--- config.mk ---
export PLATFORM = sky130hd
export DESIGN_NAME = net_wait_gen
export DESIGN_NICKNAME = d
export VERILOG_FILES = /design/src/rtl/net_wait_gen.sv
export SDC_FILE = /design/constraint.sdc
export NUM_CORES = 1
export LEC_CHECK = 0
export BUFFER_PORTS_ARGS = -buffer_cell sky130_fd_sc_hd__buf_2
export CORE_AREA = 2 2 39 41
export CTS_BUF_LIST = sky130_fd_sc_hd__clkbuf_4 sky130_fd_sc_hd__clkbuf_8 sky130_fd_sc_hd__clkbuf_16
export CTS_CLUSTER_SIZE = 30
export DETAILED_ROUTE_END_ITERATION = 12
export DIE_AREA = 0 0 41 43
export HOLD_SLACK_MARGIN = 0.15
export PLACE_DENSITY = 0.44
export RECOVER_POWER = 25
export SLEW_MARGIN = 20
export SYNTH_ARGS = -nofsm -noshare
export SYNTH_HDL_FRONTEND = slang
export SYNTH_SLANG_ARGS = --single-unit
--- constraint.sdc ---
create_clock -name clk -period 2.2 [get_ports clk]
set_input_delay 0.11 -clock clk [delete_from_list [all_inputs] [get_ports clk]]
set_output_delay 0.11 -clock clk [all_outputs]
set_load 0.005 [all_outputs]
--- src/rtl/net_wait_gen.sv ---
module net_wait_gen #(
  parameter int ADDR_W        = 8,
  parameter logic [ADDR_W-1:0] PORT_ADDR = 8'hEF,
  parameter int DATA_W        = 8,
  parameter int HOLD_BIT      = 5,
  parameter int RELEASE_EDGES = 4
) (
  input  logic              clk,
  input  logic              rst_n,
  input  logic              iorq_n,
  input  logic              wr_n,
  input  logic [ADDR_W-1:0] addr,
  input  logic [DATA_W-1:0] data,
  input  logic              net,
  output logic              wait_n
);

  localparam int CNT_W = (RELEASE_EDGES > 3) ? $clog2(RELEASE_EDGES) : 1;
  localparam logic [CNT_W-1:0] QUIET_LAST = CNT_W'(RELEASE_EDGES - 3);

  logic             net_s1, net_s2;
  logic             armed, cyc_seen;
  logic [CNT_W-1:0] quiet_cnt;

  wire io_wr       = !iorq_n && !wr_n && (addr == PORT_ADDR);
  wire trigger     = io_wr && !data[HOLD_BIT] && !cyc_seen && !armed;
  wire release_now = armed && !net_s2 && (quiet_cnt == QUIET_LAST);

  always_ff @(negedge clk or negedge rst_n) begin
    if (!rst_n) begin
      net_s1    <= 1'b0;
      net_s2    <= 1'b0;
      armed     <= 1'b0;
      cyc_seen  <= 1'b0;
      quiet_cnt <= '0;
    end else begin
      net_s1   <= net;
      net_s2   <= net_s1;
      cyc_seen <= io_wr && (cyc_seen || trigger);
      if (trigger) begin
        armed     <= 1'b1;
        quiet_cnt <= '0;
      end else if (release_now) begin
        armed     <= 1'b0;
        quiet_cnt <= '0;
      end else if (armed) begin
        quiet_cnt <= net_s2 ? '0 : quiet_cnt + 1'b1;
      end
    end
  end

  assign wait_n = !armed;

  // a sampled trigger pulls WAIT low on that edge
  assert_trigger_asserts_R2: assert property (@(negedge clk) disable iff (!rst_n)
    (!iorq_n && !wr_n && addr == PORT_ADDR && !data[HOLD_BIT] && wait_n && !cyc_seen)
    |=> !wait_n);

  // bit 5 set never starts a wait from idle
  assert_d5_set_idle_R3: assert property (@(negedge clk) disable iff (!rst_n)
    (wait_n && data[HOLD_BIT]) |=> wait_n);

  // synchronised NET high keeps the CPU stalled
  assert_hold_on_net_R4: assert property (@(negedge clk) disable iff (!rst_n)
    (!wait_n && net_s2) |=> !wait_n);

  // a release only follows a quiet synchronised line
  assert_release_quiet_R5: assert property (@(negedge clk) disable iff (!rst_n)
    $rose(wait_n) |-> !$past(net_s2));

  // the quiet counter never passes its terminal value
  assert_cnt_bound_R7: assert property (@(negedge clk) disable iff (!rst_n)
    quiet_cnt <= QUIET_LAST);

  // no re-arm while the same write cycle is still held
  assert_single_shot_R8: assert property (@(negedge clk) disable iff (!rst_n)
    ($rose(wait_n) && !iorq_n && !wr_n) |=> wait_n);

endmodule

### Word-level counts from Yosys, hierarchy flattened

Index checks and enable logic that the tools add are counted.

| storage, ports and cells | value |
|---|---|
| register bits after elaboration | 6 |
| bits of input ports | 21 |
| word-level logic and storage cells | 31 |

| operators by class | value |
|---|---|
| $add $sub $neg | 1 |
| equality and inequality tests | 2 |
| multiplexer cells | 6 |
| reduce and logical (&&, ||, !) cells | 17 |

Operators by type and width:

| cell | count |
|---|---|
| $eq 8x8->1 const B | 1 |
| $logic_and 1x1->1 | 8 |
| $mux 2 | 4 |
| $logic_not 1->1 | 6 |
| $reduce_bool 3->1 | 1 |
| $add 2x1->2 const B | 1 |
| $eq 2x1->1 const B | 1 |
| $mux 1 | 2 |
| $reduce_bool 2->1 | 1 |
| $logic_or 1x1->1 | 1 |

### Longest topological paths before layout

| logic depth | value |
|---|---|
| word-level depth | 8 |
| gate-level depth with buffers | 5 |
| mapped depth without buffers | 5 |

==> impl_results.md <==
* Worst flop-to-flop path startpoint: cyc_seen
* Post-DP Area at between 300 and 400 µm²
* Final Max Tran Viols at 0
* CTS HTree Levels at 1
* Clock skew at 0.003580 ns
* Hold WC Path Type: reg2reg
* Initial Utilization at 19.08%
* Crit path max fanout at 4
* Inst Count DP at 54
* Footprint of the multi-input gates at 102.6 µm²
* R2R depth at 3
* Worst hold endpoint: net_s2
* Pwr/cell area at 897.1 nW/µm²
* CTS Buf Count at 3
* Vias/cell at 4.281
* Final Hold Viols at 0
* Antenna Cells at 0
* CTS Hold Bufs at 0
* Design area at 382.9 µm²
* Lkg Pwr at 0.1925 nW
* Core area at 1384 µm²
* Initial antenna violation count at 0
* Post-CTS setup buffer count at 0
* Via count of the routed design at roughly 240
* Slew Limit Headroom at around 78%
* Largest net degree at the start of global routing at 7
* Rows at 14
* Synthesized cell area at 264.0 µm²
* TritonCTS clock tree: done
* Distinct cells, synth at 14
* Flop-to-flop setup slack at approximately 0.87 ns
* Layout Cells excl Fill at 57
* Max-cap violations at 0
* Clock Tree Root: clkbuf_4
* Yosys warning count at 0
* DRT Pass-1 Iters at 1
* Detail Route Antenna Nets at 0
* Worst R2R End: quiet_cnt[0]
* Setup Crit Path Kind: reg2out
* Area growth syn-to-layout at 45.02%
* Syn avg cell area at 11.48 µm²
* Register area share after synthesis at between 50% and 60%
* Setup violations, final at 0
* Routed WL per cell at between 10 and 15 µm
* Layout Nets at 65
* Placer Congestion at 0.5497
* Die H at 43 µm
* Post-Synthesis Cells at 23
* Die width at 41 µm
* Worst IR drop on VDD at ~220 µV
* Net Count, Synth at 45
* Seq cells post-synth at 6
* Status: completed
* DRC violations left at 0
* Total track usage at 8.696%
* Worst skew pair latency at 0.25 ns
* Crit path launch type: flop
* Worst-margin pin slew at 0.3325 ns
* Reg clk slew, reported paths at about 0.040 ns
* Hold path startpoint: net_s1
* Post-DP HPWL at 487.8 µm
* RSZ-0062 raised after global routing: no
* First-pass GRT wire length at roughly 950 µm
* Reg area at 150.1 µm²
* Hold path depth at 0
* Filler Cells Inserted at approximately 160
* Crit path capture type: primary output
* Iter 0 DRT Violations at 0
* Die area at 1763 µm²
* Worst Path Required at 2.09 ns
* Resize count post-CTS at 0
* Ratio of cells with drive above 1 in the final layout at 43.90%
* # port buffers at 14
* Final Routed Wirelength at 579 µm
* # clock sinks at 6
* Clk buf depth at 2
* Num ports at 22
* Total grt overflow at 0
* WP data arrival at about 2.0 ns
* Vias in the first global route at 251
[synth_stat cells, drive strengths merged]
| library cell | n | area [µm²] |
|---|---|---|
| a21o | 1 | 7.510 |
| a31oi | 1 | 6.260 |
| dfrtn | 6 | 150.1 |
| ha | 1 | 12.51 |
| inv | 3 | 11.26 |
| nand4 | 1 | 6.260 |
| nand4b | 1 | 8.760 |
| nor2 | 3 | 11.26 |
| nor4 | 1 | 6.260 |
| o2bb2ai | 1 | 8.760 |
| o41a | 1 | 11.26 |
| or2 | 2 | 15.02 |
| or3b | 1 | 8.760 |
[cell usage in the layout, fill, tap and decap left out, drive strengths merged, types with 2 or more instances in the layout]
cell type / netlist / routed
or2: 2 / 2
inv: 3 / 3
nor2: 3 / 3
dfrtn: 6 / 6
buf: 0 / 14
clkbuf: 0 / 4
[area by class of cell]
type	count	share of cell area, %
Clock buffer	3	5.882
Inverter	3	2.941
Multi-Input combinational cell	14	26.80
Sequential cell	6	39.22
Tap cell	16	5.229
Timing Repair Buffer	15	19.93
[power breakdown]
group,switching [W],internal (W)
Combinational,0.0000415,0.0000502
Sequential,0.0000161,0.000136
Clock,0.0000384,0.0000616
Total,0.0000959,0.000248
[metrics by stage]
step           hold slack, ns  utilization, %  setup slack [ns]  TNS (ns)  power (W)
2_1_floorplan          0.2917               -           0.01932         0  0.0002090
3_3_place_gp           0.2972           26.13           -0.1170   -0.2164  0.0002426
3_5_place_dp           0.3007           26.13           -0.1397   -0.2541  0.0002479
4_1_cts                0.2983           27.76           0.09807         0  0.0003544
5_1_grt                0.3010           27.67           0.05554         0  0.0003835
6_report               0.2924           27.67            0.1183         0  0.0003435
[worst max-delay path, stage by stage (launching register included)]
cell and delay (ns):
dfrtn_1 0.44, inv_1 0.06, buf_2 0.12
[metal layers]
layer / share of wire (%) / wire (µm) / GRT usage (%)
met1: 37 / 213 / 7.895
met2: 47 / 273 / 13.75
met3: 16 / 92 / 3.141
met4: 0 / 0 / 8.000
met5: 0 / 0 / 0
[cells by family after synthesis]
group | synth area share, %
compound gates | 12.80
simple gates | 21.33
flops | 56.87
fa+ha+maj | 4.739
buf+inv | 4.265
[how the worst max path moves through the flow]
| stage | from | cells past startpoint | end | slack, ns |
|---|---|---|---|---|
| 6_report | armed | 2 | wait_n | 0.12 |
| 5_1_grt | armed | 2 | wait_n | 0.06 |
| 4_1_cts | armed | 2 | wait_n | 0.1 |
| 3_5_place_dp | data[5] | 4 | quiet_cnt[0] | -0.14 |
| 3_3_place_gp | data[5] | 4 | quiet_cnt[0] | -0.12 |
| 2_1_floorplan | data[5] | 3 | quiet_cnt[0] | 0.02 |
[flip-flops by register name (all words and copies together), names as in the netlist]
signal	cells
cyc_seen	1
armed	1
quiet_cnt	2
net_s1	1
net_s2	1
(Power assumes the default switching activity.)
